$ cat src/rtl/fdt_pkg.sv
package fdt_pkg;
  localparam int unsigned ST_CMPA = 0;
  localparam int unsigned ST_CMPC = 1;
  localparam int unsigned ST_ETRG = 2;
  localparam int unsigned ST_W    = 3;

  typedef enum logic [1:0] {
    SLOT_IDLE = 2'd0,
    SLOT_BUSY = 2'd1,
    SLOT_DONE = 2'd2
  } slot_state_e;
endpackage

$ cat src/rtl/fdt_edge_sync.sv
module fdt_edge_sync #(
  parameter int unsigned STAGES = 2
) (
  input  logic clk,
  input  logic rst_n,
  input  logic async_in,
  output logic fall_pulse
);
  logic [STAGES-1:0] chain_q;
  logic              last_q;

  generate
    for (genvar g = 0; g < STAGES; g++) begin : g_stage
      if (g == 0) begin : g_first
        always_ff @(posedge clk) begin
          if (!rst_n) chain_q[g] <= 1'b0;
          else        chain_q[g] <= async_in;
        end
      end else begin : g_next
        always_ff @(posedge clk) begin
          if (!rst_n) chain_q[g] <= 1'b0;
          else        chain_q[g] <= chain_q[g-1];
        end
      end
    end
  endgenerate

  always_ff @(posedge clk) begin
    if (!rst_n) last_q <= 1'b0;
    else        last_q <= chain_q[STAGES-1];
  end

  assign fall_pulse = last_q & ~chain_q[STAGES-1];
endmodule

$ cat src/rtl/fdt_count_core.sv
module fdt_count_core #(
  parameter int unsigned CNT_W = 16
) (
  input  logic             clk,
  input  logic             rst_n,
  input  logic             tick,
  input  logic             ext_fall,
  input  logic             sw_trig,
  input  logic             start_cmd,
  input  logic             a_we,
  input  logic [CNT_W-1:0] a_val,
  input  logic             c_we,
  input  logic [CNT_W-1:0] c_val,
  output logic [CNT_W-1:0] cnt,
  output logic             running,
  output logic             wave,
  output logic             hit_a,
  output logic             hit_c
);
  localparam logic [CNT_W-1:0] C_RESET = {CNT_W{1'b1}};
  localparam logic [CNT_W-1:0] ONE     = CNT_W'(1);

  logic [CNT_W-1:0] cmp_a_q;
  logic [CNT_W-1:0] cmp_c_q;
  logic [CNT_W-1:0] cnt_q;
  logic [CNT_W-1:0] cnt_inc;
  logic             run_q;
  logic             wave_q;
  logic             restart;
  logic             force_low;
  logic             advance;

  assign restart   = ext_fall | sw_trig | start_cmd;
  assign force_low = ext_fall | sw_trig;
  assign advance   = run_q & tick & ~restart;
  assign cnt_inc   = cnt_q + ONE;
  assign hit_a     = advance & (cnt_inc == cmp_a_q);
  assign hit_c     = advance & (cnt_inc == cmp_c_q);

  always_ff @(posedge clk) begin
    if (!rst_n) begin
      cmp_a_q <= '0;
      cmp_c_q <= C_RESET;
    end else begin
      if (a_we) cmp_a_q <= a_val;
      if (c_we) cmp_c_q <= c_val;
    end
  end

  always_ff @(posedge clk) begin
    if (!rst_n) begin
      cnt_q <= '0;
      run_q <= 1'b0;
    end else if (restart) begin
      cnt_q <= '0;
      run_q <= 1'b1;
    end else if (advance) begin
      cnt_q <= cnt_inc;
      if (hit_c) run_q <= 1'b0;
    end
  end

  always_ff @(posedge clk) begin
    if (!rst_n)         wave_q <= 1'b0;
    else if (force_low) wave_q <= 1'b0;
    else if (hit_c)     wave_q <= 1'b0;
    else if (hit_a)     wave_q <= 1'b1;
  end

  assign cnt     = cnt_q;
  assign running = run_q;
  assign wave    = wave_q;
endmodule

$ cat src/rtl/fdt_status.sv
module fdt_status
  import fdt_pkg::*;
(
  input  logic            clk,
  input  logic            rst_n,
  input  logic            ev_a,
  input  logic            ev_c,
  input  logic            ev_ext,
  input  logic            rd,
  input  logic [1:0]      ien,
  output logic [ST_W-1:0] flags,
  output logic            irq
);
  logic [ST_W-1:0] flags_q;
  logic [ST_W-1:0] events;

  always_comb begin
    events          = '0;
    events[ST_CMPA] = ev_a;
    events[ST_CMPC] = ev_c;
    events[ST_ETRG] = ev_ext;
  end

  always_ff @(posedge clk) begin
    if (!rst_n)  flags_q <= '0;
    else if (rd) flags_q <= events;
    else         flags_q <= flags_q | events;
  end

  assign flags = flags_q;
  assign irq   = (flags_q[ST_CMPC] & ien[0]) | (flags_q[ST_ETRG] & ien[1]);
endmodule

$ cat src/rtl/fdt_slot_calc.sv
module fdt_slot_calc
  import fdt_pkg::*;
#(
  parameter int unsigned W = 16
) (
  input  logic         clk,
  input  logic         rst_n,
  input  logic [W-1:0] cnt,
  input  logic         req_valid,
  output logic         req_ready,
  input  logic [W-1:0] ref_in,
  input  logic [W-1:0] len_in,
  output logic         rsp_valid,
  input  logic         rsp_ready,
  output logic [W-1:0] rsp_value
);
  localparam int unsigned STEP_W = (W > 1) ? $clog2(W) : 1;
  localparam logic [STEP_W-1:0] LAST_STEP = STEP_W'(W - 1);

  slot_state_e      state_q;
  logic [STEP_W-1:0] step_q;
  logic [W:0]       rem_q;
  logic [W-1:0]     dvd_q;
  logic [W-1:0]     len_q;
  logic [W-1:0]     base_q;
  logic [W-1:0]     res_q;
  logic [W:0]       trial;
  logic [W:0]       rem_n;
  logic [W-1:0]     result_n;

  assign trial    = {rem_q[W-1:0], dvd_q[W-1]};
  assign rem_n    = (trial >= {1'b0, len_q}) ? (trial - {1'b0, len_q}) : trial;
  assign result_n = base_q + len_q - rem_n[W-1:0] + (len_q << 1) + len_q;

  always_ff @(posedge clk) begin
    if (!rst_n) begin
      state_q <= SLOT_IDLE;
      step_q  <= '0;
      rem_q   <= '0;
      dvd_q   <= '0;
      len_q   <= '0;
      base_q  <= '0;
      res_q   <= '0;
    end else begin
      unique case (state_q)
        SLOT_IDLE: begin
          if (req_valid) begin
            base_q  <= cnt;
            len_q   <= len_in;
            dvd_q   <= cnt - ref_in;
            rem_q   <= '0;
            step_q  <= '0;
            state_q <= SLOT_BUSY;
          end
        end
        SLOT_BUSY: begin
          rem_q <= rem_n;
          dvd_q <= {dvd_q[W-2:0], 1'b0};
          if (step_q == LAST_STEP) begin
            res_q   <= result_n;
            state_q <= SLOT_DONE;
          end else begin
            step_q <= step_q + 1'b1;
          end
        end
        SLOT_DONE: begin
          if (rsp_ready) state_q <= SLOT_IDLE;
        end
        default: state_q <= SLOT_IDLE;
      endcase
    end
  end

  assign req_ready = (state_q == SLOT_IDLE);
  assign rsp_valid = (state_q == SLOT_DONE);
  assign rsp_value = res_q;
endmodule

$ cat src/rtl/fdt_timer.sv
module fdt_timer
  import fdt_pkg::*;
#(
  parameter int unsigned CNT_W       = 16,
  parameter int unsigned SYNC_STAGES = 2
) (
  input  logic             clk,
  input  logic             rst_n,
  input  logic             carrier_tick,
  input  logic             ext_event,
  input  logic             sw_trig,
  input  logic             start_cmd,
  input  logic             cmp_a_we,
  input  logic [CNT_W-1:0] cmp_a_val,
  input  logic             cmp_c_we,
  input  logic [CNT_W-1:0] cmp_c_val,
  input  logic [1:0]       irq_en,
  input  logic             status_rd,
  output logic [ST_W-1:0]  status,
  output logic             irq,
  output logic [CNT_W-1:0] count,
  output logic             counting,
  output logic             wave_out,
  input  logic             slot_req_valid,
  output logic             slot_req_ready,
  input  logic [CNT_W-1:0] slot_ref,
  input  logic [CNT_W-1:0] slot_len,
  output logic             slot_rsp_valid,
  input  logic             slot_rsp_ready,
  output logic [CNT_W-1:0] slot_rsp_value
);
  logic ext_fall;
  logic hit_a;
  logic hit_c;

  fdt_edge_sync #(.STAGES(SYNC_STAGES)) u_sync (
    .clk        (clk),
    .rst_n      (rst_n),
    .async_in   (ext_event),
    .fall_pulse (ext_fall)
  );

  fdt_count_core #(.CNT_W(CNT_W)) u_core (
    .clk       (clk),
    .rst_n     (rst_n),
    .tick      (carrier_tick),
    .ext_fall  (ext_fall),
    .sw_trig   (sw_trig),
    .start_cmd (start_cmd),
    .a_we      (cmp_a_we),
    .a_val     (cmp_a_val),
    .c_we      (cmp_c_we),
    .c_val     (cmp_c_val),
    .cnt       (count),
    .running   (counting),
    .wave      (wave_out),
    .hit_a     (hit_a),
    .hit_c     (hit_c)
  );

  fdt_status u_status (
    .clk    (clk),
    .rst_n  (rst_n),
    .ev_a   (hit_a),
    .ev_c   (hit_c),
    .ev_ext (ext_fall),
    .rd     (status_rd),
    .ien    (irq_en),
    .flags  (status),
    .irq    (irq)
  );

  fdt_slot_calc #(.W(CNT_W)) u_slot (
    .clk       (clk),
    .rst_n     (rst_n),
    .cnt       (count),
    .req_valid (slot_req_valid),
    .req_ready (slot_req_ready),
    .ref_in    (slot_ref),
    .len_in    (slot_len),
    .rsp_valid (slot_rsp_valid),
    .rsp_ready (slot_rsp_ready),
    .rsp_value (slot_rsp_value)
  );
endmodule

$ cat config.mk
export PLATFORM = sky130hd
export DESIGN_NAME = fdt_timer
export DESIGN_NICKNAME = d
export VERILOG_FILES = /design/src/rtl/fdt_pkg.sv /design/src/rtl/fdt_edge_sync.sv /design/src/rtl/fdt_count_core.sv /design/src/rtl/fdt_status.sv /design/src/rtl/fdt_slot_calc.sv /design/src/rtl/fdt_timer.sv
export SDC_FILE = /design/constraint.sdc
export NUM_CORES = 1
export LEC_CHECK = 0
export CAP_MARGIN = 20
export CORE_MARGIN = 5
export CORE_UTILIZATION = 25
export DETAILED_ROUTE_END_ITERATION = 8
export PLACE_DENSITY_LB_ADDON = 0.12
export SKIP_LAST_GASP = 1
export SYNTH_ARGS = -nofsm -noshare
export SYNTH_HDL_FRONTEND = slang
export SYNTH_SLANG_ARGS = --single-unit
$ cat constraint.sdc
create_clock -name clk -period 11.9 [get_ports clk]
set_input_delay 2.38 -clock clk [delete_from_list [all_inputs] [get_ports clk]]
set_output_delay 2.38 -clock clk [all_outputs]
set_load 0.05 [all_outputs]
==> run metrics, run 1 <==
first-pass GRT wire length 39.86 mm; worst-margin pin slew around 1.1 ns; via-per-instance ratio around 4.4; count leader, synth nand2_1; total grt overflow 0; H-tree depth 4; clk root buf clkbuf_16; clock slew at reported path FFs 0.06 ns; post-synth cell types 64; io pins 117; Crit Reg-Reg Startpoint u_slot.len_q[2]; worst hold path type register to register; Synth area leaders dfxtp_1 (33%), ha_1 (7.0%), nand2_1 (6.5%); total track usage 12.88%; post-synthesis instance total 1040; ys flop type dfxtp_1; critical path class input port to primary output; TritonCTS buffer count 17; IO buf count ~120; DP Area 10280 sq um; row cnt 68; RSZ-0062 raised after global routing no; Avg Cell Area, Syn 8.377 sq um; synthesized area 8712 sq um; outcome finished, final reports clean; Routed Wire Length 24.42 mm; worst r2r path cells 21; R2R Path End u_slot.rsp_value[15]; commonest cells in the netlist nand2_1 (152), dfxtp_1 (142), inv_1 (84); # Max-Cap Violations 0; Yosys reg bits 142; critical path launch point irq_en[0]; HPWL Detailed ~19 mm; largest net degree at the start of global routing 92; post_cts resized 0; post-route ant nets 0; diode count 0; crit share post-route 51.60%; Layout area overhead 25.46%; die area 38680 sq um; Critical Path AT 3.76 ns; fillers 3709; initial DRC count ~220; Power Density 298.6 nW/um^2; relative slew slack 26.00%; reg-to-reg slack, setup 6.19 ns; CTS tree built; Slew Viols, Final 0; skew final 0.009676 ns; Req. time, crit path between 9 and 10 ns; Fin. Hold Viols 0; VDD IR max 149.4 uV; post-route cell area 10930 sq um; critical path launch point type input port; WHS Path Cells 1; sequential element share of the synthesized area 32.63%; Syn Nets 1182; Yosys warnings 0; CP max FO 1; Placer Congestion 0.7612; area leader, netlist dfxtp_1; drt wl/cell roughly 15 microns; EDFF count, synth 0; DRT Pass-1 Iters 5; clock sinks 142; die height 196.7 microns; DR DRC count 0; CP endpoint kind primary output; initial cell density of the core 25.28%; Post-CTS Setup Repair Bufs 0; number of global-route vias before repair 7392; post-cts hold buffer count 0; top-area cell type share of the netlist area 32.63%; Worst-Skew Late Latency 0.43 ns; last element of the critical path irq; Pleak 0.004264 uW; Max Freq roughly 0.16 GHz; antenna violations before repair 0; DIE WIDTH 196.7 microns; share of cells above drive strength 1 about 4.8%; setup_tns 0 ns; Nets about 1300; Final min period 6.140 ns; DR vias 7105; Async S/R FF share, synth 0%; core area 34460 sq um; Final setup viols 0; maximum clock path buffer count 2
[logic make-up after synthesis]
family	after synthesis	synth area share, %
AOI/OAI and AO/OA	222	17.51
and+or+nand+nor	341	18.76
adders and majority gates	65	10.71
buffers and inverters	133	5.960
xor gates and xnor gates	96	9.651
DFF	142	32.63
muxes	41	4.782
[placed cells by master, fill, tap and decap left out, drive strengths merged, types with 13 or more instances in the layout]
master         instances
xnor2                 50
mux2i                 36
clkdlybuf4s50        115
nor2b                 39
o21ai                 42
ha                    49
dfxtp                142
o21a                  13
nand2                152
a21boi                49
nor3                  21
and2                  20
nand3                 23
inv                   84
nor2                  53
clkbuf                22
xor2                  46
a21oi                 39
fa                    16
[metrics by stage]
stage	power, uW	instances	setup slack (ns)	hold slack (ns)	utilization (%)
2_1_floorplan	2152	1040	6.717	0.4119	-
3_3_place_gp	2723	1568	5.754	0.4208	29.84
3_5_place_dp	2706	1568	5.748	0.4248	29.84
4_1_cts	3344	1600	5.752	0.4443	31.72
5_1_grt	3604	1600	5.727	0.4639	31.72
6_report	3264	1600	5.760	0.4432	31.72
[layout make-up]
| class | count | area [sq um] | share of cell area, % |
|---|---|---|---|
| Clock buffer | 22 | 464.2 | 4.247 |
| Timing Repair Buffer | 122 | 1204 | 11.01 |
| Tap cell | 455 | 569.3 | 5.208 |
| Inverter | 84 | 315.3 | 2.885 |
| Sequential cell | 142 | 2843 | 26.01 |
| Multi-Input combinational cell | 765 | 5350 | 48.95 |
| Clock inverter | 10 | 185.2 | 1.694 |
[critical path, stage by stage]
cell and delay (ns):
clkdlybuf4s50_1 0.46, a22o_1 0.13, clkdlybuf4s50_1 0.79
[routing by layer]
layer | GRT usage, % | wire [microns]
met1 | 16.03 | 11190
met5 | 0 | 0
met2 | 21.73 | 11630
met4 | 3.493 | 407
met3 | 3.949 | 1197
[report_power, final]
| part | switching [uW] | leakage, uW | internal, uW |
|---|---|---|---|
| clock network | 223 | 0.000314 | 383 |
| logic | 1200 | 0.00279 | 904 |
| registers | 31.6 | 0.00116 | 517 |
| total | 1460 | 0.00426 | 1800 |
[sequential cells by signal, summed over array words and instances (netlist names)]
signal and cells:
u_slot.rem_q 16, u_core.wave 1, u_core.cnt 16, u_slot.step_q 4, u_sync.chain_q 2, u_core.cmp_c_q 16, u_sync.last_q 1, u_core.running 1
u_slot.len_q 16, u_status.flags 3, u_slot.rsp_value 16, u_core.cmp_a_q 16, u_slot.base_q 16, u_slot.state_q 2, u_slot.dvd_q 16
[worst min-delay path by stage]
stage                                  from                end
final                     u_sync.chain_q[0]  u_sync.chain_q[1]
after global placement    u_sync.chain_q[0]  u_sync.chain_q[1]
after CTS                 u_sync.chain_q[0]  u_sync.chain_q[1]
after detailed placement  u_sync.chain_q[0]  u_sync.chain_q[1]
after floorplan           u_sync.chain_q[0]  u_sync.chain_q[1]
after global routing      u_sync.chain_q[0]  u_sync.chain_q[1]
Power figures use the tool's default switching activity.
==> run 2: changes to the inputs <==
==> constraint.sdc (replaced) <==
create_clock -name clk -period 6.2 [get_ports clk]
set_input_delay 1.24 -clock clk [delete_from_list [all_inputs] [get_ports clk]]
set_output_delay 1.24 -clock clk [all_outputs]
set_load 0.05 [all_outputs]
==> run metrics, run 2 (same netlist as run 1, synthesis figures left out) <==
HPWL Detailed 19.26 mm (was 18.86 mm); global route hottest layer met2 (unchanged); Placer Congestion 0.8091 (was 0.7612); GRT met3 Usage 3.487% (was 3.949%); Critical Path AT 5.84 ns (was 3.76 ns); clk root buf clkbuf_16 (unchanged); Worst-Skew Late Latency 0.44 ns (was 0.43 ns); Layout area overhead 24.82% (was 25.46%); drt wl/cell 15.63 microns (was 15.26 microns); largest net degree at the start of global routing 76 (was 92); initial DRC count 271 (was 218); met2 Use GR 22.05% (was 21.73%); Worst Path Buf+Inv 2 (unchanged); CP max FO 12 (was 1); number of global-route vias before repair 7295 (was 7392); total track usage 12.87% (was 12.88%); commonest non-fill, non-tap cell in the layout nand2_1 (unchanged); most frequent cells in the layout nand2_1 (152), dfxtp_1 (142), clkdlybuf4s50_1 (115) (unchanged); die height 196.7 microns (unchanged); relative slew slack 30.88% (was 26.00%); Crit-path slowest cell fa_1 (was clkdlybuf4s50_1); hold_sp u_sync.chain_q[0] (unchanged); share of cells above drive strength 1 4.978% (was 4.803%); row cnt 68 (unchanged); Final WS setup 0.6442 ns (was 5.760 ns); Final setup viols 0 (unchanged); worst r2r path cells 21 (unchanged); # Max-Cap Violations 0 (unchanged); RSZ-0062 raised after global routing no (unchanged); initial cell density of the core 25.28% (unchanged); io pins 117 (unchanged); IO buf count 116 (unchanged); worst path cell trace inv_1, ha_1, a21oi_1, o21a_1, o311ai_0, o31ai_1, o21ai_1, nor2_1, a21oi_1, fa_1, inv_1, fa_1, a211oi_1, o21ai_0, a31oi_1, nor2b_1, o21a_1, o41a_1, a31oi_1, xnor2_1, a21oi_1 (was clkdlybuf4s50_1, a22o_1, clkdlybuf4s50_1); via-per-instance ratio 4.464 (was 4.441); skew final 0.01427 ns (was 0.009676 ns); reg-to-reg slack, setup 0.64 ns (was 6.19 ns); Req. time, crit path 6.48 ns (was 9.52 ns); R2R Path End u_slot.rsp_value[15] (unchanged); DIE WIDTH 196.7 microns (unchanged); die area 38680 sq um (unchanged); outcome finished, final reports clean (unchanged); core area 34460 sq um (unchanged); Crit Reg-Reg Startpoint u_slot.len_q[10] (was u_slot.len_q[2]); crit share post-route 89.61%; worst hold path type register to register (unchanged); DRT Pass-1 Iters 4 (was 5); Nets 1274 (unchanged); diode count 0 (unchanged); total grt overflow 0 (unchanged); Power Density 567.0 nW/um^2 (was 298.6 nW/um^2); post-route ant nets 0 (unchanged); post_cts resized 0 (unchanged); Max Freq 0.1800 GHz; worst-margin pin slew 1.034 ns (was 1.107 ns); DP Area 10280 sq um (unchanged); first-pass GRT wire length 39.50 mm (was 39.86 mm); post-cts hold buffer count 0 (unchanged); clock slew at reported path FFs 0.07 ns (was 0.06 ns); WHS Path Cells 1 (unchanged); Slew Viols, Final 0 (unchanged); Routed Wire Length 25.01 mm (was 24.42 mm); setup_tns 0 ns (unchanged); maximum clock path buffer count 2 (unchanged); post-route cell area 10870 sq um (was 10930 sq um); Post-CTS Setup Repair Bufs 0 (unchanged); worst slack, placed 0.6840 ns (was 5.748 ns); DR vias 7143 (was 7105); clock sinks 142 (unchanged); Fin. Hold Viols 0 (unchanged); Worst Hold End u_sync.chain_q[1] (unchanged); CTS tree built (unchanged); H-tree depth 4 (unchanged); Final min period 5.556 ns; Hold WS 0.4371 ns (was 0.4432 ns); DR DRC count 0 (unchanged); antenna violations before repair 1 (was 0); TritonCTS buffer count 17 (unchanged); met1 Resource Use GR 15.88% (was 16.03%); cell mode on critical path a21oi_1 (was clkdlybuf4s50_1); largest stage delay on the critical path 0.57 ns (was 0.79 ns); critical path class register to register (was input port to primary output); critical path launch point type register (was input port); VDD IR max 300.5 uV (was 149.4 uV); Power Total 6166 uW (was 3264 uW); CP endpoint kind register (was primary output); CP top delay family compound AO/OA/AOI/OAI gates (was buffers and inverters); Pleak 0.004233 uW (was 0.004264 uW)
[run 2: how the worst max path moves through the flow]
stage,start,endpoint,slack [ns],cells after the start
final,u_slot.len_q[10],u_slot.rsp_value[15],0.64,21
after global routing,u_slot.len_q[12],u_slot.rsp_value[15],0.17,21
after CTS,u_slot.len_q[3],u_slot.rsp_value[15],0.66,20
after detailed placement,u_slot.len_q[3],u_slot.rsp_value[15],0.68,20
after global placement,u_slot.len_q[2],u_slot.rsp_value[15],0.77,20
after floorplan,u_slot.len_q[10],u_slot.rsp_value[15],1.43,22
[run 2: layout make-up]
type,count,area [sq um]
clock buffers,20,456.7
inverters,84,315.3
flip-flops and latches,142,2843
fillers,3705,23580
well taps,455,569.3
repair buffers,122,1204
multi-input cells,765,5350
clock inverters,12,136.4
[run 2: report_power, final]
group | switching (uW) | internal, uW
Sequential | 62.8 | 993
Clock | 438 | 617
Combinational | 2310 | 1750
Total | 2810 | 3360
[run 2: per-stage QoR]
stage | utilization, % | instances
after detailed placement | 29.84 | 1568
after global placement | 29.84 | 1568
after global routing | 31.56 | 1600
final | 31.56 | 1600
after floorplan | - | 1040
after CTS | 31.56 | 1600
[run 2: worst register-to-register path, cell delays in order (launching register included)]
cell	delay, ns
dfxtp_1	0.33
inv_1	0.07
ha_1	0.36
a21oi_1	0.21
o21a_1	0.23
o311ai_0	0.15
o31ai_1	0.38
o21ai_1	0.42
nor2_1	0.19
a21oi_1	0.09
fa_1	0.57
inv_1	0.07
fa_1	0.48
a211oi_1	0.35
o21ai_0	0.16
a31oi_1	0.30
nor2b_1	0.08
o21a_1	0.19
o41a_1	0.34
a31oi_1	0.22
xnor2_1	0.14
a21oi_1	0.08
[run 2: routing by layer]
layer  wire (microns)  up-vias
met3             1084       24
met4              407        2
li1                 -     3702
met1            11400     3307
met5               11        -
met2            12100      108
